===== config.mk =====
export PLATFORM = sky130hd
export DESIGN_NAME = pm_power_ctrl
export DESIGN_NICKNAME = d
export VERILOG_FILES = /design/src/rtl/pm_power_pkg.sv /design/src/rtl/pm_pin_sync.sv /design/src/rtl/pm_wake_qual.sv /design/src/rtl/pm_clk_gate.sv /design/src/rtl/pm_power_ctrl.sv
export SDC_FILE = /design/constraint.sdc
export NUM_CORES = 1
export LEC_CHECK = 0
export ABC_AREA = 0
export BUFFER_PORTS_ARGS = -buffer_cell sky130_fd_sc_hd__buf_2
export CAP_MARGIN = 20
export CORE_MARGIN = 2
export CORE_UTILIZATION = 35
export CTS_BUF_LIST = sky130_fd_sc_hd__clkbuf_8
export CTS_CLUSTER_SIZE = 20
export DETAILED_ROUTE_END_ITERATION = 7
export PLACE_DENSITY = 0.7
export SLEW_MARGIN = 30
export SYNTH_ARGS = -nofsm -noshare
export SYNTH_HDL_FRONTEND = slang
export SYNTH_SLANG_ARGS = --single-unit

===== constraint.sdc =====
create_clock -name clk -period 1.5 [get_ports clk]
set_input_delay 0.3 -clock clk [delete_from_list [all_inputs] [get_ports clk]]
set_output_delay 0.3 -clock clk [all_outputs]
set_load 0.01 [all_outputs]

===== src/rtl/pm_power_pkg.sv =====
`timescale 1ns/1ps
// Shared types for the power-mode controller.
// Assumes: mode codes are visible at the top-level port and must stay fixed.
package pm_power_pkg;

    typedef enum logic [2:0] {
        PM_RUN          = 3'd0,
        PM_WAIT_STACK   = 3'd1,
        PM_WAIT         = 3'd2,
        PM_STOP         = 3'd3,
        PM_STOP_RECOVER = 3'd4
    } pm_state_e;

    typedef struct packed {
        logic cpu;
        logic tmr;
        logic spi;
        logic sci_tx;
        logic sci_rx;
        logic osc;
    } clk_en_t;

    localparam int PIN_W   = 3;
    localparam int PIN_INT = 0;
    localparam int PIN_NMI = 1;
    localparam int PIN_RST = 2;

endpackage


===== src/rtl/pm_pin_sync.sv =====
`timescale 1ns/1ps
// Two-flop synchronizer bank for active-low external pins.
// Assumes: pins idle high, so the flops reset to 1 (inactive).
module pm_pin_sync #(
    parameter int W = 3
) (
    input  logic         clk,
    input  logic         rst_n,
    input  logic [W-1:0] pin_i,
    output logic [W-1:0] sync_o
);

    generate
        for (genvar g = 0; g < W; g++) begin : g_bit
            logic meta_q;
            logic hold_q;

            // Shift the raw pin through two flops.
            always_ff @(posedge clk) begin
                if (!rst_n) begin
                    meta_q <= 1'b1;
                    hold_q <= 1'b1;
                end else begin
                    meta_q <= pin_i[g];
                    hold_q <= meta_q;
                end
            end

            assign sync_o[g] = hold_q;
        end
    endgenerate

endmodule


===== src/rtl/pm_wake_qual.sv =====
`timescale 1ns/1ps
// Wake qualification for wait and stop.
// Assumes: synchronized pins feed the FSM decisions; raw pins only feed the
// clockless oscillator restart used in stop.
module pm_wake_qual #(
    parameter int N_INT = 4
) (
    input  logic             s_int_n,
    input  logic             s_nmi_n,
    input  logic             s_rst_n,
    input  logic             raw_int_n,
    input  logic             raw_nmi_n,
    input  logic             raw_rst_n,
    input  logic             ext_int_pend,
    input  logic [N_INT-1:0] int_req,
    input  logic             mask_int,
    input  logic             mask_nmi,
    output logic             wait_wake,
    output logic             stop_wake_rst,
    output logic             stop_wake_int,
    output logic             stop_wake_raw
);

    logic maskable_req;

    // Collect the maskable sources and apply their masks.
    always_comb begin
        maskable_req  = !s_int_n || (|int_req);
        wait_wake     = (maskable_req && !mask_int) || (!s_nmi_n && !mask_nmi);
        stop_wake_rst = !s_rst_n;
        stop_wake_int = !s_int_n || !s_nmi_n || ext_int_pend;
        stop_wake_raw = !raw_int_n || !raw_nmi_n || !raw_rst_n || ext_int_pend;
    end

endmodule


===== src/rtl/pm_clk_gate.sv =====
`timescale 1ns/1ps
// Per-domain clock-enable decode from the current mode.
// Assumes: enable bits are live inputs and may change during wait.
module pm_clk_gate
    import pm_power_pkg::*;
(
    input  pm_state_e state,
    input  logic      mask_int,
    input  logic      wdog_off,
    input  logic      spi_on,
    input  logic      sci_tx_on,
    input  logic      sci_rx_on,
    input  logic      stop_wake_raw,
    output clk_en_t   en
);

    // Select each enable by mode.
    always_comb begin
        en = '{cpu: 1'b1, tmr: 1'b1, spi: 1'b1, sci_tx: 1'b1, sci_rx: 1'b1, osc: 1'b1};
        case (state)
            PM_WAIT: begin
                en.cpu    = 1'b0;
                en.tmr    = !(mask_int && wdog_off);
                en.spi    = spi_on;
                en.sci_tx = sci_tx_on;
                en.sci_rx = sci_rx_on;
            end
            PM_STOP: begin
                en     = '0;
                en.osc = stop_wake_raw;
            end
            PM_STOP_RECOVER: begin
                en     = '0;
                en.osc = 1'b1;
            end
            default: ;
        endcase
    end

endmodule


===== src/rtl/pm_power_ctrl.sv =====
`timescale 1ns/1ps
// Power-mode controller top: mode FSM, settle counter, stacked-address hold.
// Assumes: wait_op/stop_op are single-cycle strobes from the decoder and
// stack_done is only meaningful while stacking.
module pm_power_ctrl
    import pm_power_pkg::*;
#(
    parameter int ADDR_W     = 16,
    parameter int N_INT      = 4,
    parameter int SETTLE_CYC = 8
) (
    input  logic              clk,
    input  logic              rst_n,
    input  logic              wait_op,
    input  logic              stop_op,
    input  logic              stack_done,
    input  logic [ADDR_W-1:0] stack_addr,
    input  logic              mask_int,
    input  logic              mask_nmi,
    input  logic              stop_dis,
    input  logic              wdog_off,
    input  logic              spi_on,
    input  logic              sci_tx_on,
    input  logic              sci_rx_on,
    input  logic              ext_int_n,
    input  logic              ext_nmi_n,
    input  logic              ext_rst_n,
    input  logic              ext_int_pend,
    input  logic [N_INT-1:0]  int_req,
    output logic              cpu_clk_en,
    output logic              tmr_clk_en,
    output logic              spi_clk_en,
    output logic              sci_tx_clk_en,
    output logic              sci_rx_clk_en,
    output logic              osc_en,
    output logic              bus_rd_req,
    output logic [ADDR_W-1:0] bus_rd_addr,
    output logic              rst_route,
    output logic [2:0]        mode
);

    localparam int                CNT_W       = $clog2(SETTLE_CYC + 1);
    localparam logic [CNT_W-1:0] SETTLE_LOAD = CNT_W'(SETTLE_CYC - 1);

    pm_state_e         state_q, state_nx;
    logic [CNT_W-1:0]  settle_q;
    logic [ADDR_W-1:0] addr_q;
    logic              route_q;
    logic [PIN_W-1:0]  pins_raw, pins_sync;
    logic              wait_wake, stop_wake_rst, stop_wake_int, stop_wake_raw;
    clk_en_t           en;

    assign pins_raw[PIN_INT] = ext_int_n;
    assign pins_raw[PIN_NMI] = ext_nmi_n;
    assign pins_raw[PIN_RST] = ext_rst_n;

    pm_pin_sync #(.W(PIN_W)) u_sync (
        .clk    (clk),
        .rst_n  (rst_n),
        .pin_i  (pins_raw),
        .sync_o (pins_sync)
    );

    pm_wake_qual #(.N_INT(N_INT)) u_wake (
        .s_int_n       (pins_sync[PIN_INT]),
        .s_nmi_n       (pins_sync[PIN_NMI]),
        .s_rst_n       (pins_sync[PIN_RST]),
        .raw_int_n     (ext_int_n),
        .raw_nmi_n     (ext_nmi_n),
        .raw_rst_n     (ext_rst_n),
        .ext_int_pend  (ext_int_pend),
        .int_req       (int_req),
        .mask_int      (mask_int),
        .mask_nmi      (mask_nmi),
        .wait_wake     (wait_wake),
        .stop_wake_rst (stop_wake_rst),
        .stop_wake_int (stop_wake_int),
        .stop_wake_raw (stop_wake_raw)
    );

    pm_clk_gate u_gate (
        .state         (state_q),
        .mask_int      (mask_int),
        .wdog_off      (wdog_off),
        .spi_on        (spi_on),
        .sci_tx_on     (sci_tx_on),
        .sci_rx_on     (sci_rx_on),
        .stop_wake_raw (stop_wake_raw),
        .en            (en)
    );

    // Next-mode decision.
    always_comb begin
        state_nx = state_q;
        case (state_q)
            PM_RUN: begin
                if (wait_op)                   state_nx = PM_WAIT_STACK;
                else if (stop_op && !stop_dis) state_nx = PM_STOP;
            end
            PM_WAIT_STACK: if (stack_done) state_nx = PM_WAIT;
            PM_WAIT:       if (wait_wake)  state_nx = PM_RUN;
            PM_STOP: begin
                if (stop_wake_rst)      state_nx = PM_RUN;
                else if (stop_wake_int) state_nx = PM_STOP_RECOVER;
            end
            PM_STOP_RECOVER: if (settle_q == '0) state_nx = PM_RUN;
            default: state_nx = PM_RUN;
        endcase
    end

    // Mode register.
    always_ff @(posedge clk) begin
        if (!rst_n) state_q <= PM_RUN;
        else        state_q <= state_nx;
    end

    // Oscillator settle counter, loaded on leaving stop through an interrupt.
    always_ff @(posedge clk) begin
        if (!rst_n)
            settle_q <= '0;
        else if (state_q == PM_STOP && state_nx == PM_STOP_RECOVER)
            settle_q <= SETTLE_LOAD;
        else if (state_q == PM_STOP_RECOVER && settle_q != '0)
            settle_q <= settle_q - CNT_W'(1);
    end

    // Capture the stacked condition-code address when stacking ends.
    always_ff @(posedge clk) begin
        if (!rst_n)                                   addr_q <= '0;
        else if (state_q == PM_WAIT_STACK && stack_done) addr_q <= stack_addr;
    end

    // One-cycle routing pulse for a reset-pin exit from stop.
    always_ff @(posedge clk) begin
        if (!rst_n) route_q <= 1'b0;
        else        route_q <= (state_q == PM_STOP) && stop_wake_rst;
    end

    assign cpu_clk_en    = en.cpu;
    assign tmr_clk_en    = en.tmr;
    assign spi_clk_en    = en.spi;
    assign sci_tx_clk_en = en.sci_tx;
    assign sci_rx_clk_en = en.sci_rx;
    assign osc_en        = en.osc;
    assign bus_rd_req    = (state_q == PM_WAIT);
    assign bus_rd_addr   = addr_q;
    assign rst_route     = route_q;
    assign mode          = state_q;

    // end of stacking leads to wait with the sampled address.
    a_r2_stack_to_wait: assert property (@(posedge clk) disable iff (!rst_n)
        (state_q == PM_WAIT_STACK && stack_done) |=>
            (state_q == PM_WAIT && bus_rd_addr == $past(stack_addr)));

    // the read address does not move while waiting.
    a_r3_addr_held: assert property (@(posedge clk) disable iff (!rst_n)
        (state_q == PM_WAIT && $past(state_q) == PM_WAIT) |-> $stable(bus_rd_addr));

    // a qualified wake ends wait on the next edge.
    a_r4_wait_wake: assert property (@(posedge clk) disable iff (!rst_n)
        (state_q == PM_WAIT && wait_wake) |=> state_q == PM_RUN);

    // timer keeps running unless both conditions hold.
    a_r5_tmr_runs: assert property (@(posedge clk) disable iff (!rst_n)
        (state_q == PM_WAIT && !(mask_int && wdog_off)) |-> tmr_clk_en);

    // stop with stop disabled is a no-operation.
    a_r7_stop_nop: assert property (@(posedge clk) disable iff (!rst_n)
        (state_q == PM_RUN && stop_op && stop_dis && !wait_op) |=> state_q == PM_RUN);

    // nothing but the oscillator may run in stop.
    a_r8_stop_dark: assert property (@(posedge clk) disable iff (!rst_n)
        (state_q == PM_STOP) |->
            (!cpu_clk_en && !tmr_clk_en && !spi_clk_en && !sci_tx_clk_en && !sci_rx_clk_en));

    // the routing pulse only follows a stop.
    a_r9_rst_route: assert property (@(posedge clk) disable iff (!rst_n)
        rst_route |-> (state_q == PM_RUN && $past(state_q) == PM_STOP));

    // recovery keeps the oscillator on and the CPU off.
    a_r10_recover: assert property (@(posedge clk) disable iff (!rst_n)
        (state_q == PM_STOP_RECOVER) |-> (osc_en && !cpu_clk_en));

endmodule


* Word-level counts from Yosys, hierarchy flattened
Cells that the tools add are included.
Storage, ports and cells: memories 0, RAM bits 0, bits in registers 30, bits in read-only memories 0, input bits 36, word-level logic and storage cells 62, bits in latches 0, output and inout bits 27
Operators by class: add/sub/neg operators 1, equality and inequality tests 5, order comparisons 0, $mul 0, bitwise logic cells 1, mux-type cells 12, divide/modulo/power cells 0, reduce and logical (&&, ||, !) cells 32, shift-type cells 0
Operators by type and width (number):
- two-way mux 3 bit | 9
- one-hot mux 3 bit (5 select lines) | 1
- logical NOT 1 bit | 10
- one-hot mux 5 bit (2 select lines) | 1
- logical AND 1 bit | 8
- logical OR 1 bit | 7
- == test 3 x 2 -> 1 bit, second input constant | 2
- == test 3 bit, second input constant | 2
- logical NOT 4 bit | 1
- nonzero test 4 bit | 1
- OR reduction 2 bit | 2
- OR reduction 4 bit | 1
- subtractor 4 x 1 -> 4 bit, second input constant | 1
- == test 3 x 1 -> 1 bit, second input constant | 1
- logical NOT 3 bit | 1
- nonzero test 2 bit | 1
- two-way mux 1 bit | 1
- inverter 1 bit | 1

* Longest topological paths before layout
Gate-level depths: netlist (run 1).
word-level depth 9, mapped depth 6, gate-level depth less buffers 6

* By module
A second synthesis (run 1) with hierarchy kept.
Second synthesis, totals: cell total of the unflattened synthesis 159, area total of the unflattened synthesis 1430.1 um2
By module, submodules not included:
- pm_power_ctrl | cells an instance 124, seq. area each 480.5 um2, times used 1, area each 1113.6 um2
- pm_pin_sync | cells an instance 15, seq. area each 120.1 um2, times used 1, area each 180.2 um2
- pm_clk_gate | cells an instance 12, seq. area each 0.0 um2, times used 1, area each 86.3 um2
- pm_wake_qual | cells an instance 8, seq. area each 0.0 um2, times used 1, area each 50.0 um2

* Least setup slack after synthesis (run 1)
OpenSTA, ideal clock, no wires.
path type flip-flop to output port, from reg state_q[2] (netlist: mode[2]), to out sci_rx_clk_en, required time 1.200 ns, setup slack 0.026 ns, data arrival time 1.174 ns, stages on the path, launching flop included 5, cell sequence dfxtp_1 -> and2b_4 -> and2b_1 -> buf_6 -> a21o_1
RTL lines:
- start, declared | line pm_power_ctrl.sv:45 | pm_state_e state_q, state_nx;
- start signal, assigned | line pm_power_ctrl.sv:114 | else state_q <= state_nx;
- == test 3 x 2 -> 1 bit
- named net bus_rd_req | line pm_power_ctrl.sv:36 | output logic bus_rd_req,
- one-hot mux 5 bit (2 select lines) | line pm_clk_gate.sv:20 | case (state)
- end, declared | line pm_power_ctrl.sv:34 | output logic sci_rx_clk_en,
The timed path passes the listed nets, and every way through them passes these cells.

* Worst setup path in the final report (run 1)
from reg state_q[2] (netlist: mode[2]), to out spi_clk_en
On the way: word-level cells in the longest chain between the ends 3
RTL lines:
- == test 3 x 2 -> 1 bit or == test 3 bit (tied branches) | line pm_clk_gate.sv:20
- OR reduction 2 bit (no source line)
- one-hot mux 5 bit (2 select lines) * | line pm_clk_gate.sv:20
- end, declared | line pm_power_ctrl.sv:32 | output logic spi_clk_en,
Every way passes the cells marked *; elsewhere a longest branch is shown, timed or not.

==> flow_summary.ini, run 1 <==
[timing]
grt_setup_unrepaired = true
tns_ns = -0.590
worstMarginPinSlew_ns = 0.408
relSlewSlack_pct = 72.4
setup_violations = 6
whs_ns = 0.224
drv_slew = 0
hold_viol_final = 0
finalCriticalPeriod_ns = 1.62
final.setup_skew_ns = 0.00724
finalCritPeriodShare_pct = 108
fmax_mhz = 619
worst_slack_ns = -0.116

[synth]
synth_top_cells_by_count = nand2_1 (38), dfxtp_1 (30), a21oi_1 (20)
synth_area_leaders = dfxtp_1 (49%), nand2_1 (12%), a21oi_1 (8.1%)
synth_cell_types = 32
ys_seq_area_share_pct = 48.8
ys.flop_type = dfxtp_1
synthCells = 143
synthesis.area_sq_um = 1230
synth_area_per_cell_sq_um = 8.61
synth_top_area_cell = dfxtp_1
netlist.area_leader.share_pct = 48.8
ys_warn_count = 0
synth.net_count = 180
synth_edf_count = 0
synth-seq-cells = 30
synth.most_common_cell = nand2_1
async_flop_share_pct = 0

[clock_network]
clock_latency_ns = 0.27
clock-root-buffer = clkbuf_8
htree_levels = 2
clock-sinks = 30
cts.path.max_buffers = 2
cts_tree = done
ctsHoldBuffers = 0
clkSlewWorstSetupHoldPaths_ns = 0.06
numCtsBuffers = 5

[die]
fp.dieH_um = 63.3
start_util_pct = 36.6
core_area_sq_um = 3360
die_w_um = 63.3
top_level_ports = 63
rows = 21
dieArea_sq_um = 4010

[route]
vias = 1231
via_per_inst = 4.59
final_antenna_net_count = 0
wirelength_mm = 3.01
firstDrtPassIters = 4
first_iter_violations = 46
wl_per_cell_um = 11.2
drc = 0

[grt]
grt_max_degree = 21
grt_pass1_wl_mm = 4.89
grt.total_usage_pct = 15.4
grt-ovfl-total = 0
antenna_found_initial = 0
grt_pass1_vias = 1145

[power]
vdd.ir_drop.worst_v = 0.000613
power_density_nw_per_um2 = 990
leakage_nw = 0.828

[critical_path]
path_class = reg2out
critical_path_buf_inv_count = 1
max_stage_delay_ns = 0.33
worst_path_max_delay_cell = dfxtp_2
r2r_slack_ns = 0.07
critical_path.endpoint_type = primary output
worst_ep_arrival_time_ns = 1.32
crit_family = simple AND/OR/NAND/NOR gates
crit_chain = and2b_4 > and2b_2 > a21o_1 > buf_2
worstPathMaxFanout = 6
start_kind = register
required_ns = 1.20

[final_layout]
finish.utilization_pct = 54.5
finalNonFillerCells = 268
syn2layout_area_growth_pct = 48.8
nets = 258
drive_gt1_share_pct = 45.9
diodes = 0

[status]
outcome = finished, violations left
violations = setup timing

[place]
routabilityCongestion = 0.746
io_buffers = 62
dp_hpwl_mm = 2.18
dp.cells = 254

[flow_run]
maxCapViolCount = 0

[hold_path]
hold_path.class = in2reg
-- flip-flops by register name, indices dropped and copies added, names as in the netlist --
signal / count
mode: 3
settle_q: 4
rst_route: 1
u_sync.g_bit.hold_q: 3
bus_rd_addr: 16
u_sync.g_bit.meta_q: 3
-- worst reg2reg max path, delay by kind of cell (launching register included) --
family / cells / cell delay [ns]
AOI/OAI and AO/OA: 1 / 0.06
DFF: 1 / 0.32
buffers and inverters: 1 / 0.05
adders and majority gates: 1 / 0.16
and+or+nand+nor: 2 / 0.56
xor gates and xnor gates: 1 / 0.16
-- per-stage QoR --
| step | setup WS [ns] | power [W] | cell area [sq um] |
|---|---|---|---|
| after floorplan | 0.0257 | 0.00103 | 1230 |
| final | -0.116 | 0.00181 | 1830 |
| after CTS | -0.109 | 0.00181 | 1760 |
| after global placement | 0.0430 | 0.00115 | 1630 |
| after detailed placement | -0.0262 | 0.00116 | 1630 |
| after global routing | -0.170 | 0.00192 | 1830 |
-- layer usage --
metal  up-vias  routed length, um  global-route usage (%)
met5         -                  0                       0
met4         0                 41                    6.52
met3         6                251                    5.36
met2        43               1400                    26.2
met1       545               1310                    17.5
li1        637                  -                       -
-- area by class of cell --
cell class / count / area (sq um)
timing repair buffer: 77 / 452
sequential: 30 / 606
multi-input combinational: 103 / 611
fill: 328 / 1530
tap: 46 / 57.6
clock inverter: 2 / 8.76
inverter: 4 / 15.0
clock buffer: 6 / 82.6
-- power breakdown --
group	switching (W)	internal, W
combinational	0.000153	0.000157
clock	0.000274	0.000362
sequential	0.0000296	0.000837
-- kinds of logic after synthesis --
kind of cell	after synthesis	synth area share, %
xor+xnor	2	1.42
flops	30	48.8
buf+inv	10	4.88
fa+ha+maj	1	1.02
compound gates	33	16.0
simple gates	67	28.0
-- timing repair --
action / in CTS / in global routing
gates resized for setup: 8 / 10
pin swaps: 3 / 3
endpoints found under the hold margin: 0 / 0
setup buffers: 2 / 4
gates cloned: 0 / 0
setup endpoints to repair: 8 / 9
-- path summary, 6_finish.rpt --
kind | startpoint | end | cells after the start
max reg2reg | settle_q[1]$_SDFFE_PN0P_ | settle_q[0]$_SDFFE_PN0P_ | 6
min | ext_rst_n | u_sync.g_bit[2].meta_q$_SDFF_PN1_ | 2
min reg2reg | u_sync.g_bit[1].meta_q$_SDFF_PN1_ | u_sync.g_bit[1].hold_q$_SDFF_PN1_ | 1
max | mode[2]$_SDFF_PN0_ | spi_clk_en | 4
-- cells in the final DEF, fill, tap and decap left out, drive strengths merged --
cell type  count
and3           1
clkinv         1
a21o           5
nor3           3
a21oi         20
buf           77
nand4          1
and2           1
ha             1
o2111ai        1
o211ai         1
inv            5
xnor2          2
nor2b          1
nor2           4
or3b           1
nand2         39
nor3b          1
and4b          1
nand3          4
nor4           1
a31oi          3
dfxtp         30
o21ai          2
clkbuf         6
nand4b         1
nand2b         6
and2b          2
o311ai         1
No activity file was read; power rests on OpenSTA's default activity.
==> run 2: changes to the inputs <==
Settings changed: TNS_END_PERCENT set to 10.
==> run 2 against run 1 <==
Compared with the run above: the flow still finishes with violations (setup timing); critical path type unchanged; count of clock-buffer cells in the layout is the same; hold slack hardly changed; power is 1.2% lower.
==> flow_summary.ini, run 2 (same netlist as run 1, synthesis figures left out) <==
[timing]
whs_ns = 0.223
tns_ns = -0.437
fmax_mhz = 620
relSlewSlack_pct = 63.7
hold_viol_final = 0
drv_slew = 0
finalCritPeriodShare_pct = 107
final.setup_skew_ns = 0.00761
worst_slack_ns = -0.112
grt_setup_unrepaired = true
worstMarginPinSlew_ns = 0.544
setup_violations = 4
finalCriticalPeriod_ns = 1.61

[clock_network]
cts_tree = done
cts.path.max_buffers = 2
clock_latency_ns = 0.27
numCtsBuffers = 5
clock-sinks = 30
ctsHoldBuffers = 0
htree_levels = 2
clkSlewWorstSetupHoldPaths_ns = 0.06
clock-root-buffer = clkbuf_8

[critical_path]
r2r-start = settle_q[1]$_SDFFE_PN0P_
worst_ep_arrival_time_ns = 1.31
start_kind = register
critical_path.endpoint_type = primary output
reg2reg_to = settle_q[1]$_SDFFE_PN0P_
path_class = reg2out
r2r_slack_ns = 0.05
required_ns = 1.20
worstPathMaxFanout = 6
ff2ff_path_depth = 6

[grt]
grt_pass1_vias = 1145
grt_max_degree = 21
grt.total_usage_pct = 15.4
antenna_found_initial = 0
grt_pass1_wl_mm = 4.89
grt-ovfl-total = 0

[final_layout]
nets = 255
final_common_cell = buf_2
drive_gt1_share_pct = 43.4
largest_reg_flops = 16
syn2layout_area_growth_pct = 43.8
final_cell_mix = buf_2 (62), nand2_1 (38), dfxtp_1 (27)
diodes = 0

[die]
start_util_pct = 36.6
top_level_ports = 63
dieArea_sq_um = 4010
rows = 21
fp.dieH_um = 63.3
core_area_sq_um = 3360
die_w_um = 63.3

[flow_run]
maxCapViolCount = 0

[place]
dp_hpwl_mm = 2.18
io_buffers = 62
pre_cts_ws_ns = -0.0262
routabilityCongestion = 0.746

[route]
vias = 1222
wl_per_cell_um = 10.9
final_antenna_net_count = 0
first_iter_violations = 46
firstDrtPassIters = 4
drc = 0
wirelength_mm = 2.90
via_per_inst = 4.61

[power]
leakage_nw = 0.807
power_w = 0.00179
vdd.ir_drop.worst_v = 0.000611
power_density_nw_per_um2 = 1010

[status]
outcome = finished, violations left
violations = setup timing

[hold_path]
worstHoldPathCells = 2
min_from = ext_rst_n
hold_path.class = in2reg
hold_end = u_sync.g_bit[2].meta_q$_SDFF_PN1_
==> run 2: layer usage <==
layer	routed length [um]	track usage (%)	share of wire, %
met2	1310	26.2	45
met1	1310	17.5	45
met5	0	0	0
met3	236	5.36	8.1
met4	39	6.52	1.3
==> run 2: how the worst max path moves through the flow <==
stage | end | from | cells past startpoint
floorplan | sci_rx_clk_en | mode[2]$_SDFF_PN0_ | 4
global placement | settle_q[1]$_SDFFE_PN0P_ | settle_q[1]$_SDFFE_PN0P_ | 6
detailed placement | settle_q[1]$_SDFFE_PN0P_ | settle_q[1]$_SDFFE_PN0P_ | 6
CTS | spi_clk_en | mode[2]$_SDFF_PN0_ | 4
global route | sci_tx_clk_en | mode[2]$_SDFF_PN0_ | 4
finish | spi_clk_en | mode[2]$_SDFF_PN0_ | 4
==> run 2: where the power goes <==
group          switching, W  internal, W
logic              0.000147     0.000144
clock network      0.000274     0.000362
registers         0.0000269     0.000837
==> run 2: area by class of cell <==
type | count | area, sq um
well taps | 46 | 57.6
clock inverters | 2 | 8.76
multi-input cells | 103 | 589
flip-flops and latches | 30 | 604
repair buffers | 74 | 413
fillers | 331 | 1590
clock buffers | 6 | 82.6
inverters | 4 | 15.0
==> run 2: repair_timing <==
item                                    in CTS  in global routing
setup buffers                                2                  1
gates resized for setup                      8                  2
pin swaps                                    3                  1
endpoints found under the setup margin       8                  9
==> run 2: per-stage QoR <==
| stage | area, sq um | std cells | util, % |
|---|---|---|---|
| floorplan | 1230 | 143 | - |
| global placement | 1630 | 254 | 48.6 |
| detailed placement | 1630 | 254 | 48.6 |
| CTS | 1760 | 264 | 52.2 |
| global route | 1770 | 265 | 52.6 |
| finish | 1770 | 265 | 52.6 |
==> run 2: critical path, cell delays in order, from the launching register on <==
cell and delay (ns):
dfxtp_2 0.33, and2b_4 0.19, and2b_2 0.23, a21o_1 0.16, buf_2 0.13
==> run 3: changes to the inputs <==
Settings changed: MAX_ROUTING_LAYER set to met4, PLACE_DENSITY 0.7 to 0.67.
==> run 3 against run 2 <==
Compared with the run above: the flow still finishes with violations (setup timing); non-clock buffer count grew 1; worst setup slack lost 0.013 ns; first-iteration DRC count grew 6.5%; clock power grew 19%; wire length shrank 5.9%; core utilization grew 0.15 points; critical endpoint is now tmr_clk_en.
==> flow_summary.ini, run 3 (same netlist as run 1, synthesis figures left out) <==
[power]
leakage_nw = 0.816
power_density_nw_per_um2 = 1070
p_switching_w = 0.000446
combPwrFrac_pct = 15.0
power_w = 0.00191
seqPwrFrac_pct = 45.1
p_sw_share_pct = 23.4
p_clk_share_pct = 39.9
vdd.ir_drop.worst_v = 0.000563
power.internal_w = 0.00146

[clock_network]
cts.path.max_buffers = 2
clock-root-buffer = clkbuf_8
clkSlewWorstSetupHoldPaths_ns = 0.06
cts_tree = done
htree_levels = 2
clock_latency_ns = 0.28
numCtsBuffers = 5
clock-sinks = 30

[critical_path]
max_stage_delay_ns = 0.34
crit_chain = and2b_4 > and2b_2 > a21o_1 > buf_2
worstPathMaxFanout = 6
path_class = reg2out
required_ns = 1.20
worst_ep_arrival_time_ns = 1.33
critical_path_buf_inv_count = 1
critical_path.endpoint_type = primary output
start_kind = register
crit_family = simple AND/OR/NAND/NOR gates
worst_path_max_delay_cell = dfxtp_2

[grt]
antenna_found_initial = 0
grt.total_usage_pct = 15.5
global_route.usage.met3_pct = 4.46
grt_pass1_vias = 1096
grt_pass1_wl_mm = 4.64
grt-ovfl-total = 0
grt_max_degree = 17
use_met2_pct = 24.5
use_met1_pct = 17.9
top_usage_layer = met2

[timing]
finalCriticalPeriod_ns = 1.63
final.setup_skew_ns = 0.00382
worst_slack_ns = -0.125
relSlewSlack_pct = 67.9
finalCritPeriodShare_pct = 108
fmax_mhz = 615
tns_ns = -0.480
grt_setup_unrepaired = true
worstMarginPinSlew_ns = 0.481
drv_slew = 0
hold_viol_final = 0
whs_ns = 0.210
setup_violations = 4

[die]
rows = 21
core_area_sq_um = 3360
start_util_pct = 36.6
die_w_um = 63.3
dieArea_sq_um = 4010
fp.dieH_um = 63.3
top_level_ports = 63

[final_layout]
nets = 256
finish.utilization_pct = 52.8
drive_gt1_share_pct = 42.3
final_common_cell = buf_2
final_cell_area_sq_um = 1780
diodes = 0
syn2layout_area_growth_pct = 44.2
final_cell_mix = buf_2 (62), nand2_1 (38), dfxtp_1 (28)
fillers = 370
largest_reg_flops = 16

[place]
io_buffers = 62
dpl_cell_area_sq_um = 1640
routabilityCongestion = 0.754
dp_hpwl_mm = 2.14

[hold_path]
hold_path.class = in2reg

[route]
first_iter_violations = 49
firstDrtPassIters = 4
drc = 0
wirelength_mm = 2.73
vias = 1231
wl_per_cell_um = 10.3
final_antenna_net_count = 0
via_per_inst = 4.63

[flow_run]
maxCapViolCount = 0

[status]
outcome = finished, violations left
violations = setup timing
-- run 3: timing repair --
item | in CTS | in global routing
gates resized for setup | 4 | 4
pin swaps | 3 | 0
gates cloned | 0 | 0
hold buffers | 0 | 0
hold endpoints to repair | 0 | 0
setup buffers | 2 | 0
setup endpoints to repair | 8 | 9
-- run 3: worst paths after layout --
check / from / end / slack [ns] / cells past startpoint
worst max register to register: settle_q[1]$_SDFFE_PN0P_ / settle_q[0]$_SDFFE_PN0P_ / 0.09 / 6
worst max-delay path: mode[2]$_SDFF_PN0_ / tmr_clk_en / -0.13 / 4
worst min register to register: u_sync.g_bit[1].meta_q$_SDFF_PN1_ / u_sync.g_bit[1].hold_q$_SDFF_PN1_ / 0.41 / 1
worst min-delay path: ext_int_n / u_sync.g_bit[0].meta_q$_SDFF_PN1_ / 0.21 / 2
-- run 3: stage by stage --
step,cells,setup WS (ns)
2_1_floorplan,143,0.0257
3_3_place_gp,256,0.0437
3_5_place_dp,256,0.0171
4_1_cts,266,-0.134
5_1_grt,266,-0.197
6_report,266,-0.125
-- run 3: power groups by stage --
stage | Sequential (W) | Combinational, W | Clock, W
after floorplan | 0.000890 | 0.000140 | 0
after global placement | 0.000876 | 0.000279 | 0
after detailed placement | 0.000877 | 0.000280 | 0
after CTS | 0.000860 | 0.000287 | 0.000781
after global routing | 0.000864 | 0.000320 | 0.000829
final | 0.000860 | 0.000285 | 0.000759
-- run 3: routing by layer --
| layer | routed length, um | share of wire, % |
|---|---|---|
| met5 | 0 | 0 |
| met4 | 48 | 1.8 |
| met3 | 227 | 8.3 |
| met2 | 1220 | 45 |
| met1 | 1230 | 45 |
-- run 3: final cells by class --
type | instances | area (sq um) | area share [%]
sequential | 30 | 603 | 34.0
multi-input combinational | 103 | 586 | 33.0
timing repair buffer | 75 | 408 | 23.0
clock buffer | 5 | 68.8 | 3.88
tap | 46 | 57.6 | 3.24
clock inverter | 3 | 37.5 | 2.11
inverter | 4 | 15.0 | 0.846
